--- config.mk ---
export PLATFORM = sky130hd
export DESIGN_NAME = sb2_sram_top
export DESIGN_NICKNAME = d
export VERILOG_FILES = /design/src/rtl/sb2_pkg.sv /design/src/rtl/sb2_cmd_decode.sv /design/src/rtl/sb2_array.sv /design/src/rtl/sb2_rd_pipe.sv /design/src/rtl/sb2_sram_top.sv
export SDC_FILE = /design/constraint.sdc
export NUM_CORES = 1
export LEC_CHECK = 0
export BUFFER_PORTS_ARGS = -buffer_cell sky130_fd_sc_hd__buf_2
export CAP_MARGIN = 30
export CORE_MARGIN = 3
export CORE_UTILIZATION = 30
export DETAILED_ROUTE_END_ITERATION = 16
export GPL_TIMING_DRIVEN = 0
export HOLD_SLACK_MARGIN = 0.06
export SETUP_SLACK_MARGIN = 0.3
export SLEW_MARGIN = 20
export SYNTH_ARGS = -nofsm -noshare
export SYNTH_HDL_FRONTEND = slang
export SYNTH_SLANG_ARGS = --single-unit
--- constraint.sdc ---
create_clock -name clk_i -period 3.8 [get_ports clk_i]
set_input_delay 0.38 -clock clk_i [delete_from_list [all_inputs] [get_ports clk_i]]
set_output_delay 0.38 -clock clk_i [all_outputs]
set_load 0.02 [all_outputs]
--- src/rtl/sb2_pkg.sv ---
package sb2_pkg;

  typedef enum logic [2:0] {
    CMD_NOP,
    CMD_WR,
    CMD_RD,
    CMD_RW,
    CMD_REGW,
    CMD_LOOP
  } cmd_e;

  typedef enum logic [1:0] {
    RES_LOW,
    RES_DATA,
    RES_HOLD
  } res_e;

  // State priority: register-write strobe first, then loopback, then memory.
  function automatic cmd_e decode_cmd(input logic reg_wr, input logic lbk,
                                      input logic rd_n, input logic wr_n);
    cmd_e c;
    if (reg_wr) begin
      c = rd_n ? CMD_NOP : CMD_REGW;
    end else if (lbk) begin
      c = CMD_LOOP;
    end else begin
      unique case ({rd_n, wr_n})
        2'b11:   c = CMD_NOP;
        2'b10:   c = CMD_WR;
        2'b01:   c = CMD_RD;
        default: c = CMD_RW;
      endcase
    end
    return c;
  endfunction

endpackage

--- src/rtl/sb2_cmd_decode.sv ---
module sb2_cmd_decode
  import sb2_pkg::*;
#(
  parameter int ADDR_W = 4,
  parameter int DATA_W = 8
) (
  input  logic              clk_i,
  input  logic              rst_n_i,
  input  logic              half_i,
  input  logic              reg_wr_i,
  input  logic              loop_en_i,
  input  logic              rd_n_i,
  input  logic              wr_n_i,
  input  logic [ADDR_W-1:0] addr_i,
  input  logic [DATA_W-1:0] din_i,
  output cmd_e              cmd_o,
  output logic [ADDR_W-1:0] raddr_o,
  output logic [DATA_W-1:0] d1_o,
  output logic [ADDR_W-1:0] mode_reg_o
);

  cmd_e              cmd_q, cmd_d, dec;
  logic [ADDR_W-1:0] raddr_q, raddr_d;
  logic [DATA_W-1:0] d1_q, d1_d;
  logic [ADDR_W-1:0] mode_q, mode_d;
  logic              cap_en;

  always_comb begin
    cap_en  = !half_i;
    dec     = decode_cmd(reg_wr_i, loop_en_i, rd_n_i, wr_n_i);
    cmd_d   = cmd_q;
    raddr_d = raddr_q;
    d1_d    = d1_q;
    mode_d  = mode_q;
    if (cap_en) begin
      cmd_d   = dec;
      raddr_d = addr_i;
      d1_d    = din_i;
      if (dec == CMD_REGW) mode_d = addr_i;
    end
  end

  always_ff @(posedge clk_i or negedge rst_n_i) begin
    if (!rst_n_i) begin
      cmd_q   <= CMD_NOP;
      raddr_q <= '0;
      d1_q    <= '0;
      mode_q  <= '0;
    end else begin
      cmd_q   <= cmd_d;
      raddr_q <= raddr_d;
      d1_q    <= d1_d;
      mode_q  <= mode_d;
    end
  end

  assign cmd_o      = cmd_q;
  assign raddr_o    = raddr_q;
  assign d1_o       = d1_q;
  assign mode_reg_o = mode_q;

  // only a first-half sample with the register-write strobe high and the read strobe low may move the mode register
  p_mode_hold_r9: assert property (@(posedge clk_i) disable iff (!rst_n_i)
    (half_i || rd_n_i || !reg_wr_i) |=> $stable(mode_reg_o));

  // a register-write sample loads the first-half address
  p_mode_load_r8: assert property (@(posedge clk_i) disable iff (!rst_n_i)
    (!half_i && reg_wr_i && !rd_n_i) |=> (mode_reg_o == $past(addr_i)));

endmodule

--- src/rtl/sb2_array.sv ---
module sb2_array #(
  parameter int ADDR_W = 4,
  parameter int DATA_W = 8,
  localparam int DEPTH = 1 << ADDR_W,
  localparam int LINE_W = 2 * DATA_W
) (
  input  logic              clk_i,
  input  logic              we_i,
  input  logic [ADDR_W-1:0] waddr_i,
  input  logic [LINE_W-1:0] wdata_i,
  input  logic [ADDR_W-1:0] raddr_i,
  output logic [LINE_W-1:0] rdata_o
);

  logic [LINE_W-1:0] mem_q [DEPTH];

  always_ff @(posedge clk_i) begin
    if (we_i) mem_q[waddr_i] <= wdata_i;
  end

  assign rdata_o = mem_q[raddr_i];

endmodule

--- src/rtl/sb2_rd_pipe.sv ---
module sb2_rd_pipe
  import sb2_pkg::*;
#(
  parameter int DATA_W = 8,
  parameter int LAT_SLOTS = 5
) (
  input  logic              clk_i,
  input  logic              rst_n_i,
  input  logic              half_i,
  input  res_e              kind_i,
  input  logic [DATA_W-1:0] w0_i,
  input  logic [DATA_W-1:0] w1_i,
  output logic [DATA_W-1:0] dout_o
);

  localparam int LAST = LAT_SLOTS - 1;

  res_e              kind_q [LAT_SLOTS];
  res_e              kind_d [LAT_SLOTS];
  logic [DATA_W-1:0] w0_q   [LAT_SLOTS];
  logic [DATA_W-1:0] w0_d   [LAT_SLOTS];
  logic [DATA_W-1:0] w1_q   [LAT_SLOTS];
  logic [DATA_W-1:0] w1_d   [LAT_SLOTS];
  logic [DATA_W-1:0] dout_q, dout_d;

  // Stages advance once per slot, on the second-half edge.
  for (genvar g = 0; g < LAT_SLOTS; g++) begin : g_stage
    if (g == 0) begin : g_head
      assign kind_d[g] = half_i ? kind_i : kind_q[g];
      assign w0_d[g]   = half_i ? w0_i   : w0_q[g];
      assign w1_d[g]   = half_i ? w1_i   : w1_q[g];
    end else begin : g_body
      assign kind_d[g] = half_i ? kind_q[g-1] : kind_q[g];
      assign w0_d[g]   = half_i ? w0_q[g-1]   : w0_q[g];
      assign w1_d[g]   = half_i ? w1_q[g-1]   : w1_q[g];
    end
  end

  always_comb begin
    dout_d = dout_q;
    unique case (kind_q[LAST])
      RES_LOW:  dout_d = '0;
      RES_DATA: dout_d = half_i ? w1_q[LAST] : w0_q[LAST];
      default:  dout_d = dout_q;
    endcase
  end

  always_ff @(posedge clk_i or negedge rst_n_i) begin
    if (!rst_n_i) begin
      for (int s = 0; s < LAT_SLOTS; s++) begin
        kind_q[s] <= RES_LOW;
        w0_q[s]   <= '0;
        w1_q[s]   <= '0;
      end
      dout_q <= '0;
    end else begin
      for (int s = 0; s < LAT_SLOTS; s++) begin
        kind_q[s] <= kind_d[s];
        w0_q[s]   <= w0_d[s];
        w1_q[s]   <= w1_d[s];
      end
      dout_q <= dout_d;
    end
  end

  assign dout_o = dout_q;

  // a low result at the pipe tail drives a zero beat on the next edge
  p_low_beat_r7: assert property (@(posedge clk_i) disable iff (!rst_n_i)
    (kind_q[LAST] == RES_LOW) |=> (dout_o == '0));

  // a register-write result at the pipe tail keeps the output unchanged
  p_hold_beat_r8: assert property (@(posedge clk_i) disable iff (!rst_n_i)
    (kind_q[LAST] == RES_HOLD) |=> $stable(dout_o));

endmodule

--- src/rtl/sb2_sram_top.sv ---
module sb2_sram_top
  import sb2_pkg::*;
#(
  parameter int ADDR_W = 4,
  parameter int DATA_W = 8,
  parameter int RD_LAT_SLOTS = 5
) (
  input  logic              clk_i,
  input  logic              rst_n_i,
  output logic              slot_half_o,
  input  logic              reg_wr_i,
  input  logic              loop_en_i,
  input  logic              rd_n_i,
  input  logic              wr_n_i,
  input  logic [ADDR_W-1:0] addr_i,
  input  logic [DATA_W-1:0] din_i,
  output logic [DATA_W-1:0] dout_o,
  output logic [ADDR_W-1:0] mode_reg_o
);

  localparam int LINE_W = 2 * DATA_W;

  logic [1:0]        rst_sync_q;
  logic              rst_int_n;
  logic              half_q, half_d;
  cmd_e              cmd;
  logic [ADDR_W-1:0] raddr;
  logic [DATA_W-1:0] d1;
  logic              arr_we;
  logic [LINE_W-1:0] arr_wdata, arr_rdata;
  res_e              res_kind;
  logic [DATA_W-1:0] res_w0, res_w1;

  // Reset asserts at once and releases two ticks later.
  always_ff @(posedge clk_i or negedge rst_n_i) begin
    if (!rst_n_i) rst_sync_q <= 2'b00;
    else          rst_sync_q <= {rst_sync_q[0], 1'b1};
  end
  assign rst_int_n = rst_sync_q[1];

  assign half_d = ~half_q;
  always_ff @(posedge clk_i or negedge rst_int_n) begin
    if (!rst_int_n) half_q <= 1'b0;
    else            half_q <= half_d;
  end
  assign slot_half_o = half_q;

  sb2_cmd_decode #(.ADDR_W(ADDR_W), .DATA_W(DATA_W)) u_dec (
    .clk_i      (clk_i),
    .rst_n_i    (rst_int_n),
    .half_i     (half_q),
    .reg_wr_i   (reg_wr_i),
    .loop_en_i  (loop_en_i),
    .rd_n_i     (rd_n_i),
    .wr_n_i     (wr_n_i),
    .addr_i     (addr_i),
    .din_i      (din_i),
    .cmd_o      (cmd),
    .raddr_o    (raddr),
    .d1_o       (d1),
    .mode_reg_o (mode_reg_o)
  );

  // The second-half edge commits the write. The read uses the array contents from before that edge.
  assign arr_we    = half_q && ((cmd == CMD_WR) || (cmd == CMD_RW));
  assign arr_wdata = {din_i, d1};

  sb2_array #(.ADDR_W(ADDR_W), .DATA_W(DATA_W)) u_arr (
    .clk_i   (clk_i),
    .we_i    (arr_we),
    .waddr_i (addr_i),
    .wdata_i (arr_wdata),
    .raddr_i (raddr),
    .rdata_o (arr_rdata)
  );

  always_comb begin
    res_kind = RES_LOW;
    res_w0   = '0;
    res_w1   = '0;
    unique case (cmd)
      CMD_RD, CMD_RW: begin
        res_kind = RES_DATA;
        res_w0   = arr_rdata[DATA_W-1:0];
        res_w1   = arr_rdata[LINE_W-1:DATA_W];
      end
      CMD_LOOP: begin
        res_kind = RES_DATA;
        res_w0   = d1;
        res_w1   = din_i;
      end
      CMD_REGW: res_kind = RES_HOLD;
      default:  res_kind = RES_LOW;
    endcase
  end

  sb2_rd_pipe #(.DATA_W(DATA_W), .LAT_SLOTS(RD_LAT_SLOTS)) u_pipe (
    .clk_i   (clk_i),
    .rst_n_i (rst_int_n),
    .half_i  (half_q),
    .kind_i  (res_kind),
    .w0_i    (res_w0),
    .w1_i    (res_w1),
    .dout_o  (dout_o)
  );

  // slot halves alternate once out of reset
  p_half_toggle_r2: assert property (@(posedge clk_i) disable iff (!rst_int_n)
    1'b1 |=> (slot_half_o != $past(slot_half_o)));

  // loopback and register-write slots never reach the array
  p_no_array_wr_r10: assert property (@(posedge clk_i) disable iff (!rst_int_n)
    ((cmd == CMD_LOOP) || (cmd == CMD_REGW)) |-> !arr_we);

  // reset holds the output low
  p_reset_low_r1: assert property (@(posedge clk_i)
    !rst_n_i |-> (dout_o == '0));

endmodule

==> Word level (Yosys, flattened, before mapping) <==
Memory sizes are Yosys's and may differ from the RTL's.
Cells that the tools add are included.
{ "op_classes": {"eq_ne": 10, "mux": 11, "bitwise": 1, "reduce_logical": 7} }
{ "ops": {"columns": ["operator", "count"], "rows": [
  ["one-hot mux 8 bit (2 select lines)", 3],
  ["equality test 3 bit (second input constant)", 3],
  ["2-to-1 mux 3 bit", 3],
  ["2-to-1 mux 8 bit", 1],
  ["equality test 3 x 2 -> 1 bit (second input constant)", 2],
  ["one-hot mux 2 bit (3 select lines)", 1],
  ["equality test 2 x 1 -> 1 bit (second input constant)", 2],
  ["equality test 2 bit (second input constant)", 2],
  ["one-hot mux 2 bit (2 select lines)", 1],
  ["equality test 3 x 1 -> 1 bit (second input constant)", 1],
  ["OR reduction 3 bit", 1],
  ["logical NOT 2 bit", 1],
  ["2-to-1 mux 1 bit", 2],
  ["AND reduction 2 bit", 1],
  ["nonzero test 2 bit", 1],
  ["OR reduction 2 bit", 1],
  ["logical AND 1 bit", 1],
  ["logical OR 1 bit", 1],
  ["inverter 1 bit", 1]
]} }
{ "word_totals": {"reg_bits": 120, "ram_bits": 256, "output_inout_bits": 13, "mem_count": 1} }
{ "mem_list": {"columns": ["memory", "depth", "width", "read_ports", "rd_clocked_by_memory_dff", "write_ports", "line", "rtl"], "rows": [
  ["u_arr.mem_q", 16, 16, 1, 0, 1, "sb2_array.sv:15", "logic [LINE_W-1:0] mem_q [DEPTH];"]
]} }

==> Longest topological paths before layout <==
Gate-level depths: netlist of the first run.
{ "logic_depth": {"ltp_word": 6, "depth_mapped": 8, "ltp_nobuf": 4} }

==> Modules after synthesis <==
From an unflattened synthesis of the first run, not the netlist that was laid out.
{ "unflattened": {"cells_unflattened": 718, "area_unflattened_um2": 14543.9} }
{ "by_module_without_submodules": {"columns": ["module", "instances", "cells_per_inst", "area_per_inst_um2", "seq_area_each_um2"], "rows": [
  ["sb2_array", 1, 416, 9723.1, 7687.4],
  ["sb2_rd_pipe", 1, 225, 3759.9, 2452.4],
  ["sb2_cmd_decode", 1, 47, 752.0, 475.5],
  ["sb2_sram_top", 1, 30, 309.0, 75.1]
]} }

==> Least setup slack after synthesis of the first run <==
Ideal clock, no wire load.
{ "synth_path": {"path_type": "register to register", "startpoint": "register half_q (netlist: slot_half_o)", "endpoint": "memory u_arr.mem_q[0][0] (netlist name) (enable)", "arrival_time_ps": 2331, "setup_slack_ps": 1060, "stages_incl_launch_ff": 5, "n_path_buf": 1, "synth_period_minus_slack_ps": 2740, "path_cell_list": "dfrtp_1 -> buf_2 -> nand3b_1 -> or3_1 -> nor3_1"} }
{ "synth_via": {"elab_chain_cells": 3} }
{ "synth_rtl": {"columns": ["item", "line", "rtl"], "rows": [
  ["start: declaration", "sb2_sram_top.sv:25", "logic half_q, half_d;"],
  ["start signal: assignment", "sb2_sram_top.sv:44", "else half_q <= half_d;"],
  ["logical AND 1 bit", "sb2_sram_top.sv:65", "assign arr_we = half_q && ((cmd == CMD_WR) || (cmd == CMD_RW));"],
  ["2-to-1 mux 1 bit", "sb2_array.sv:18", "if (we_i) mem_q[waddr_i] <= wdata_i;"],
  ["2-to-1 mux 1 bit (implied by the code)", "sb2_array.sv:18", null],
  ["end: declaration", "sb2_array.sv:15", null]
]} }
No other way between the ends.

==> Worst setup path after layout of the first run <==
{ "layout_path": {"startpoint": "register half_q (netlist: slot_half_o)", "endpoint": "memory u_arr.mem_q[0][14] (netlist name) (enable)"} }
Same word-level chain as after synthesis.

==> metrics.md, run 1 <==
| Metric | Value |
|---|---|
| CTS max path bufs | 3 |
| Clk Latency, worst-skew pair | about 0.53 ns |
| Core area | between 40000 and 50000 µm² |
| Combinational fraction of design power | ~4.2% |
| Register-to-Register Setup Slack | around 1.1 ns |
| Flops & latches, synth | 376 |
| Hold crit path type | in2reg |
| Nets | between 900 and 1k |
| Buf+Inv Stages, Crit Path | 3 |
| Drt wl/cell | approximately 21 µm |
| P_sw | 1.83 mW |
| Worst Setup SP | slot_half_o$_DFF_PN0_ |
| Maxcap violations | 0 |
| Die extent in y | approximately 230 µm |
| Setup Skew | approximately 0.014 ns |
| Buffers on Ports | 28 |
| Final setup vio count | 0 |
| Syn_area_per_cell | roughly 18 µm² |
| First-pass GRT wire length | approximately 49000 µm |
| Slowest cell on the critical path | nor3_2 |
| Syn Nets | roughly 840 |
| DP HPWL | 21500 µm |
| Arr. time, crit path | 2.92 ns |
| Switching Share | 20.6% |
| Register area share after synthesis | between 70% and 80% |
| Grt total ovfl | 0 |
| Crit-path most repeated cell | buf_6 |
| TritonRoute pass-1 iters | 5 |
| CP peak stage delay | approximately 0.54 ns |
| Pin count of the biggest net entering global routing | 53 |
| Total power | 8.91 mW |
| Detail Route Antenna Nets | 0 |
| Pleak | roughly 6.4 nW |
| Levels on crit path | 6 |
| Sequential share of power | about half |
| Worst hold path depth | 2 |
| Vias in the first global route | 7649 |
| Initial antenna violation count | 1 |
| CTS tree | done |
| Fin crit period | between 2 and 3 ns |
| Critical path cell sequence | buf_2, nand3b_1, or3_1, nor3_2, buf_6, buf_6 |
| Setup Fix Bufs, Post-CTS | 0 |
| Clock slew at reported path FFs | approximately 0.06 ns |
| Crit Path Max Fanout | 10 |
| Total number of vias | 7648 |
| TritonCTS Buffers | 39 |
| Fin. max-slew vios | 0 |
| Share of post-route cells with drive strength above 1 | between 20% and 30% |
| Clock power frac | 44.7% |
| # diodes | 0 |
| Setup crit start kind | flip-flop |
| Internal power | just over 7 mW |
| Setup crit end kind | flip-flop |
| Number of remaining DRC errors | 0 |
| # rows | 80 |
| I/O pin count | 31 |
| Relative slew slack | 43.2% |
| Filler cell count | ~4.5k |
| Die area | 51700 µm² |
| Worst R2R Path Depth | 6 |
| CP Data Required Time | approximately 4.0 ns |
| Critical path's top delay family | simple AND/OR/NAND/NOR gates |
| Initial Util | 30.6% |
| Tot GR Track Use | between 10% and 20% |
| Setup TNS | 0 ns |
| Reg2reg start | slot_half_o$_DFF_PN0_ |
| Achievable Freq | 0.373 GHz |
| Storage cell area | around 11000 µm² |
| Vias/cell | a little under 5 |
| Synth warn | 0 |
| Initial DRC Count | ~650 |
| Core Util, Final | a little over a third |
| Hold Vio Cnt, Final | 0 |
| Root Driver | clkbuf_16 |
| Setup crit end | u_arr.mem_q[0][14]$_DFFE_PP_ |
| Cts repair resizes | 0 |
| Area grow syn2layout | 17.6% |
| Pwr/cell area | 515 nW/µm² |
| Mapped Area | 14700 µm² |
| DIE WIDTH | between 200 and 250 µm |
| Number of distinct library cells after synthesis | 40 |
| CTS H-tree lvls | 2 |
| Slew @ Worst Pin | ~0.85 ns |
| Unrepaired setup endpoints after global routing | false |
| Mapped Cells | slightly above 800 |
| Post-Route WL | roughly 33000 µm |
| CTS Sinks | between 300 and 400 |
| FF-to-FF End | u_arr.mem_q[0][14]$_DFFE_PP_ |
| CTS hold repair buffers | 1 |
| Peak VDD IR | around 0.32 mV |
| Final period utilization | slightly above 70% |
| Outcome | finished, final reports clean |
| GP Congestion | approximately 0.8 |
| Area of the multi-input gates | 3840 µm² |
| Crit Path Category | reg2reg |
## metrics by stage
step | cell area (µm²) | worst slack [ns] | hold slack, ns | cells
2_1_floorplan | 14700 | 1.06 | 0.0844 | 818
3_3_place_gp | 15600 | -0.239 | 0.164 | 1461
3_5_place_dp | 15900 | 1.14 | 0.167 | 1481
4_1_cts | 17300 | 1.12 | 0.0740 | 1553
5_1_grt | 17300 | 0.991 | 0.0818 | 1553
6_report | 17300 | 1.12 | 0.100 | 1553
## routing by layer
layer / GRT usage, % / part of all wire [%]
met5: 0 / 0.040
met4: 3.44 / 2.3
met3: 2.42 / 6.1
met2: 18.8 / 44
met1: 19.2 / 48
## cell usage in the layout (no fill, tap or decap), types with 26 or more instances in the layout
master,count
buf_2,43
clkbuf_1,28
clkbuf_16,42
dfrtp_1,119
edfxtp_1,256
mux2_2,95
mux2i_1,63
mux4_1,26
nand2_1,32
nor2_1,30
## power by group through the flow
| stage | logic [mW] | clock network [mW] | registers [mW] |
|---|---|---|---|
| floorplan | 0.217 | 0 | 4.63 |
| global placement | 0.340 | 0 | 4.65 |
| detailed placement | 0.373 | 0 | 4.64 |
| CTS | 0.375 | 4.06 | 4.56 |
| global route | 0.401 | 4.24 | 4.57 |
| finish | 0.374 | 3.99 | 4.55 |
## cells by family after synthesis
group / share of synthesized area (%)
multiplexers: 18.2
buffers and inverters: 1.79
AO/OA/AOI/OAI: 3.79
AND/OR/NAND/NOR: 3.52
flip-flops: 72.7
other: 0.0255
## cells in the mapped netlist
cell type  instances  area [µm²]
clkbuf_1          14        52.6
nand3_1            6        30.0
and3b_1            1        8.76
buf_1              9        33.8
a21oi_1           18        90.1
mux2i_1           63         631
nand4b_1           1        8.76
edfxtp_1         256        7690
o211ai_1          14         105
mux2_2            95        1070
buf_4              4        30.0
or3b_2             1        8.76
nand3b_1           2        15.0
buf_2             14        70.1
dfrtp_1          120        3000
conb_1             1        3.75
and2_1             2        12.5
nand2b_1           7        43.8
nor2_1            42         158
o21ai_0           17        85.1
buf_12             1        20.0
a311oi_1           4        35.0
and3_1             1        6.26
or3_1              1        6.26
a211oi_1           5        37.5
nor2b_1            5        31.3
mux4_1            26         683
nor3b_1            1        7.51
and2b_1            1        7.51
a311o_1            5        50.1
mux4_2            13         293
o41ai_1            2        17.5
inv_1              3        11.3
a221oi_1           7        61.3
o31ai_1            1        7.51
nor4b_1            1        8.76
a22oi_1            9        67.6
buf_6              4        45.0
nor3_1             9        45.0
nand2_1           32         120
## state kept, by name, indices dropped and copies added (netlist names)
name,cells
u_arr.mem_q,256
slot_half_o,1
u_pipe.dout_o,8
u_dec.cmd_o,3
u_dec.raddr_o,4
u_dec.d1_o,8
u_pipe.kind_q,10
u_pipe.w0_q,40
u_pipe.w1_q,40
u_dec.mode_reg_o,4
rst_sync_q,2
## worst register-to-register path: cells and delay by family (launching register included)
family / cells / cell delay, ns
buf+inv: 3 / 0.65
simple gates: 3 / 1.33
flops: 1 / 0.41
## final cells by class
| type | count | share of cell area [%] |
|---|---|---|
| Clock inverter | 11 | 1.07 |
| Inverter | 3 | 0.0651 |
| Multi-Input combinational cell | 393 | 22.2 |
| Sequential cell | 376 | 61.8 |
| Tap cell | 615 | 4.45 |
| Timing Repair Buffer | 49 | 2.26 |
| Buffer | 46 | 1.45 |
| Clock buffer | 60 | 6.70 |
## worst min path at each step
stage	from	end	slack [ns]
3_3_place_gp	rst_n_i	rst_sync_q[0]$_DFF_PN0_	0.16
3_5_place_dp	rst_n_i	rst_sync_q[1]$_DFF_PN0_	0.17
2_1_floorplan	rst_n_i	rst_sync_q[0]$_DFF_PN0_	0.08
5_1_grt	loop_en_i	u_dec.cmd_o[1]$_DFFE_PN0N_	0.08
6_report	reg_wr_i	u_dec.cmd_o[0]$_DFFE_PN0N_	0.10
4_1_cts	reg_wr_i	u_dec.cmd_o[0]$_DFFE_PN0N_	0.07
No activity file was read; power rests on OpenSTA's default activity.
==> run 2: changes to the inputs <==
ABC_AREA = 1   (was unset)
clock period = 2.25 ns   (was 3.8 ns; I/O delays follow)
==> metrics.md, run 2 <==
| Metric | Value |
|---|---|
| GP Congestion | approximately 0.85 |
| Flops & latches, synth | between 300 and 400 |
| Final Non-Filler Cells | 2250 |
| Synth Flop Type | edfxtp_1 |
| Detail Route Antenna Nets | 0 |
| Core area | 50300 µm² |
| Max FFs per register | around 260 |
| Vias/cell | 4.70 |
| Worst Setup SP | u_dec.raddr_o[3]$_DFFE_PN0N_ |
| TritonRoute pass-1 iters | 5 |
| Die extent in y | between 200 and 250 µm |
| Share of post-route cells with drive strength above 1 | approximately an eighth |
| Dpl ws | -0.266 ns |
| Placed inst area | roughly 17000 µm² |
| Filler cell count | ~5k |
| Buffers on Ports | 30 |
| Pin count of the biggest net entering global routing | between 50 and 60 |
| Tot GR Track Use | about 15% |
| I/O pin count | 31 |
| Unrepaired setup endpoints after global routing | true |
| Syn Nets | approximately 1.4k |
| Area of the multi-input gates | between 3000 and 4000 µm² |
| Register area share after synthesis | ~70% |
| Top-area cell type share of the netlist area | slightly above 50% |
| Pwr/cell area | between 800 and 900 nW/µm² |
| Total power | ~15 mW |
| Number of remaining DRC errors | 0 |
| Pleak | around 7.5 nW |
| Achievable Freq | around 0.53 GHz |
| Setup crit end kind | flip-flop |
| DIE WIDTH | roughly 230 µm |
| Synth area leaders | edfxtp_1 50%, dfrtp_1 20%, nand2_1 8.3% |
| CP Data Required Time | between 2 and 3 ns |
| Post-synth top cells | 338 x nand2_1, 256 x edfxtp_1, 175 x inv_1, 141 x o21ai_0, 126 x nand3_1 |
| Synth async-reset ratio | roughly a third |
| Synth warn | 0 |
| Fin crit period | roughly 1.9 ns |
| Crit Path Max Fanout | 10 |
| CTS H-tree lvls | 2 |
| Core Util, Final | between 30% and 40% |
| Outcome | finished, final reports clean |
| Min-delay src | reg_wr_i |
| Biggest register | u_arr.mem_q |
| Maxcap violations | 0 |
| Initial Util | between 30 and 40% |
| Initial DRC Count | 937 |
| Final WS setup | ~0.36 ns |
| Commonest non-fill, non-tap cell in the layout | nand2_1 |
| Initial antenna violation count | 1 |
| Final setup vio count | 0 |
| CTS max path bufs | 3 |
| Largest area contributor in the netlist | edfxtp_1 |
| Hold Vio Cnt, Final | 0 |
| Clk Latency, worst-skew pair | 0.55 ns |
| Syn_area_per_cell | between 10 and 15 µm² |
| Most frequent cells in the layout | 338 x nand2_1, 256 x edfxtp_1, 175 x inv_1 |
| Root Driver | clkbuf_16 |
| Number of distinct library cells after synthesis | 22 |
| Mapped Cells | about 1.4k |
| Post-synth EDFFs | between 200 and 300 |
| Drt wl/cell | 17.9 µm |
| Biggest regs | u_arr.mem_q x256, u_pipe.w0_q x40, u_pipe.w1_q x40 |
| TritonCTS Buffers | 40 |
| Nets | 1563 |
| CTS tree | done |
| Fin. max-slew vios | 0 |
| Setup Skew | 0.0222 ns |
| Slew @ Worst Pin | a little under 0.8 ns |
| Placed cells | between 2k and 2.5k |
| Reg2reg start | u_dec.raddr_o[3]$_DFFE_PN0N_ |
| Hold crit path type | in2reg |
| Vias in the first global route | ~10k |
| Final period utilization | 84.1% |
| Mapped Area | 15300 µm² |
| Storage cell area | 10700 µm² |
| Arr. time, crit path | approximately 2.3 ns |
| Crit Path Category | reg2reg |
| Total number of vias | approximately 11k |
| Clock slew at reported path FFs | ~0.06 ns |
| Area grow syn2layout | 19.8% |
| DP HPWL | about 27000 µm |
| Count leader, synth | nand2_1 |
| CTS Sinks | ~380 |
| Die area | around 54000 µm² |
| First-pass GRT wire length | 62700 µm |
| Peak VDD IR | between 0.4 and 0.5 mV |
| Design Area, Final | 18300 µm² |
| # rows | a little over 80 |
| Post-Route WL | around 40000 µm |
| Setup crit start kind | flip-flop |
| Relative slew slack | a little under half |
| Setup TNS | 0 ns |
| Grt total ovfl | 0 |
| Hold Worst Slack | between 0.1 and 0.15 ns |
-- run 2: cell types whose count changed after synthesis, moves of 24 or more --
cell and delta:
nand2_1 +306, nand3_1 +120, mux4_1 -26, mux2_2 -95, o21ai_0 +124, mux2i_1 -63, inv_1 +172, buf_2 +24
nor2_1 +81
-- run 2: final timing paths --
path                                                    end  slack, ns  cells after the start
worst max-delay path            u_pipe.w0_q[37]$_DFFE_PN0P_       0.36                      7
worst min-delay path             u_dec.cmd_o[2]$_DFFE_PN0N_       0.10                      3
worst max register to register  u_pipe.w0_q[37]$_DFFE_PN0P_       0.36                      7
worst min register to register  u_pipe.w0_q[21]$_DFFE_PN0P_       0.22                      0
max in group asynchronous       u_pipe.w1_q[39]$_DFFE_PN0P_       1.20                      2
min in group asynchronous       u_pipe.w0_q[21]$_DFFE_PN0P_       0.22                      0
-- run 2: power by group --
group | internal, mW | switching [mW] | leakage (nW)
clock | 3.65 | 2.70 | 0.613
combinational | 0.242 | 0.592 | 2.98
sequential | 7.55 | 0.117 | 3.88
-- run 2: critical path, cell delays in order, from the launching register on --
cell      delay [ns]
dfrtp_1         0.33
buf_2           0.22
clkbuf_1        0.52
o211ai_1        0.32
nand3_1         0.16
nand2_1         0.10
nand2_1         0.07
nand2_1         0.05
-- run 2: logic make-up after synthesis --
kind of cell	count (synthesis)	share of synthesized area [%]
AND/OR/NAND/NOR	589	15.6
flip-flops	376	70.0
buffers and inverters	254	6.94
AO/OA/AOI/OAI	209	7.52
other	1	0.0245
-- run 2: what timing repair did --
| action | CTS | global route |
|---|---|---|
| hold buffers | 5 | 0 |
| endpoints found under the setup margin | 259 | 166 |
| pin swaps | 15 | 2 |
| cloned | 0 | 0 |
| gates resized for setup | 29 | 24 |
| setup buffers | 20 | 1 |
| hold endpoints to repair | 4 | 0 |
-- run 2: cell type report --
type,instances,share of cell area [%]
antenna,1,0.0137
tap,672,4.59
timing repair buffer,74,3.90
multi-input combinational,799,20.2
inverter,177,3.63
buffer,77,2.39
sequential,376,58.4
clock buffer,52,5.94
clock inverter,22,0.888
-- run 2: metal layers --
metal / vias up / wire, µm / track usage [%]
li1: 4970 / - / -
met1: 5110 / 17600 / 21.1
met2: 408 / 18200 / 24.0
met3: 76 / 3420 / 3.20
met4: 0 / 1110 / 4.73
met5: - / 0 / 0
==> run 3: changes to the inputs <==
clock period = 2 ns   (was 2.25 ns; I/O delays follow)
==> metrics.md, run 3 (synthesized netlist as in run 2, its figures left out) <==
| Metric | Value |
|---|---|
| Outcome | finished, final reports clean |
| Initial antenna violation count | 0 |
| Die extent in y | approximately 230 µm |
| Slew @ Worst Pin | between 0.7 and 0.8 ns |
| CTS tree | done |
| Biggest register | u_arr.mem_q |
| Final setup vio count | 0 |
| Vias in the first global route | approximately 10k |
| Drt wl/cell | 17.9 µm |
| I/O pin count | 31 |
| Tot GR Track Use | roughly 15% |
| Total power | approximately 17 mW |
| Initial DRC Count | 955 |
| GP Congestion | around 0.85 |
| # diodes | 0 |
| Clk Latency, worst-skew pair | between 0.5 and 0.6 ns |
| Area grow syn2layout | 22.0% |
| Achievable Freq | approximately 0.56 GHz |
| Area of the multi-input gates | 3750 µm² |
| Post-Route WL | 40400 µm |
| Nets | 1568 |
| Final Non-Filler Cells | 2252 |
| Pin count of the biggest net entering global routing | 54 |
| Total number of vias | between 10k and 15k |
| CTS H-tree lvls | 2 |
| # rows | just over 80 |
| Hold Vio Cnt, Final | 0 |
| Peak VDD IR | roughly 0.52 mV |
| Biggest regs | u_arr.mem_q x256, u_pipe.w0_q x40, u_pipe.w1_q x40 |
| Setup crit end kind | flip-flop |
| Final period utilization | around 90% |
| Hold Worst Slack | about 0.095 ns |
| TritonRoute pass-1 iters | 5 |
| Fin. max-slew vios | 0 |
| Core area | approximately 50000 µm² |
| Number of remaining DRC errors | 0 |
| Most frequent cells in the layout | 332 x nand2_1, 256 x edfxtp_1, 175 x inv_1 |
| Fin crit period | roughly 1.8 ns |
| Vias/cell | between 4 and 5 |
| First-pass GRT wire length | roughly 62000 µm |
| Crit Path Max Fanout | 10 |
| Placed inst area | about 16000 µm² |
| Pleak | about 7.6 nW |
| Clock slew at reported path FFs | 0.06 ns |
| Crit Path Category | reg2reg |
| Design Area, Final | about 19000 µm² |
| DIE WIDTH | 232 µm |
| Hold crit path type | in2reg |
| CTS Sinks | 376 |
| Maxcap violations | 0 |
| Filler cell count | 4944 |
| Storage cell area | about 11000 µm² |
| Die area | approximately 54000 µm² |
| Setup Skew | between 0.03 and 0.04 ns |
| Root Driver | clkbuf_16 |
| Commonest non-fill, non-tap cell in the layout | nand2_1 |
| Detail Route Antenna Nets | 0 |
| Pwr/cell area | 910 nW/µm² |
| Relative slew slack | about half |
| CTS max path bufs | 3 |
| Unrepaired setup endpoints after global routing | true |
| TritonCTS Buffers | 39 |
| Placed cells | roughly 2.1k |
| CP Data Required Time | 2.49 ns |
| Arr. time, crit path | 2.26 ns |
| Buffers on Ports | 30 |
| Setup crit start kind | flip-flop |
| DP HPWL | about 26000 µm |
| Initial Util | a little under a third |
| Max FFs per register | between 200 and 300 |
| Share of post-route cells with drive strength above 1 | 14.6% |
| Grt total ovfl | 0 |
## run 3: worst paths after layout
| kind | start | depth (start not counted) | to | slack [ns] |
|---|---|---|---|---|
| setup / recovery | u_dec.raddr_o[0]$_DFFE_PN0N_ | 8 | u_pipe.w0_q[32]$_DFFE_PN0P_ | 0.23 |
| hold / removal | din_i[0] | 1 | u_arr.mem_q[12][8]$_DFFE_PP_ | 0.09 |
| setup reg to reg | u_dec.raddr_o[0]$_DFFE_PN0N_ | 8 | u_pipe.w0_q[32]$_DFFE_PN0P_ | 0.23 |
| hold reg to reg | rst_sync_q[1]$_DFF_PN0_ | 0 | u_pipe.w0_q[12]$_DFFE_PN0P_ | 0.23 |
| max in group asynchronous | rst_sync_q[1]$_DFF_PN0_ | 2 | u_pipe.w1_q[34]$_DFFE_PN0P_ | 0.92 |
| min in group asynchronous | rst_sync_q[1]$_DFF_PN0_ | 0 | u_pipe.w0_q[12]$_DFFE_PN0P_ | 0.23 |
## run 3: power breakdown
group	switching [mW]	internal [mW]	leakage (nW)
Combinational	0.675	0.310	3.09
Clock	3.07	4.29	0.641
Sequential	0.130	8.49	3.88
Total	3.87	13.1	7.61
## run 3: metrics by stage
stage / setup TNS (ns) / worst slack (ns) / util (%)
floorplan: 0 / 0.126 / -
global placement: -65.76 / -0.346 / 32.6
detailed placement: -79.19 / -0.397 / 32.7
CTS: 0 / 0.241 / 36.7
global route: 0 / 0.178 / 37.1
finish: 0 / 0.225 / 37.1
## run 3: critical path, cell delays in order (launching register included)
cell and delay [ns]:
dfrtp_2 0.45, buf_8 0.18, buf_6 0.16, o21ai_0 0.10, o211ai_1 0.36, nand3_1 0.20, nand2_2 0.13, nand2_1 0.05
nand2_1 0.06
## run 3: final cells by class
cell class | count | share of cell area (%)
well taps | 672 | 4.51
inverters | 177 | 3.56
multi-input cells | 799 | 20.1
plain buffers | 77 | 2.96
repair buffers | 80 | 4.40
clock inverters | 13 | 0.893
clock buffers | 58 | 6.16
flip-flops and latches | 376 | 57.4
## run 3: layer usage
layer	track usage (%)	wire length, µm	up-vias
li1	-	-	4977
met1	20.6	17700	5182
met4	4.78	949	0
met3	3.69	3390	73
met2	23.6	18300	424
met5	0	0	-
## run 3: repair_timing
item / in CTS / in global routing
hold buffers: 9 / 0
setup buffers: 34 / 3
gates resized for setup: 38 / 65
cloned: 1 / 1
endpoints found under the setup margin: 274 / 116
endpoints found under the hold margin: 38 / 0
pin swaps: 20 / 13
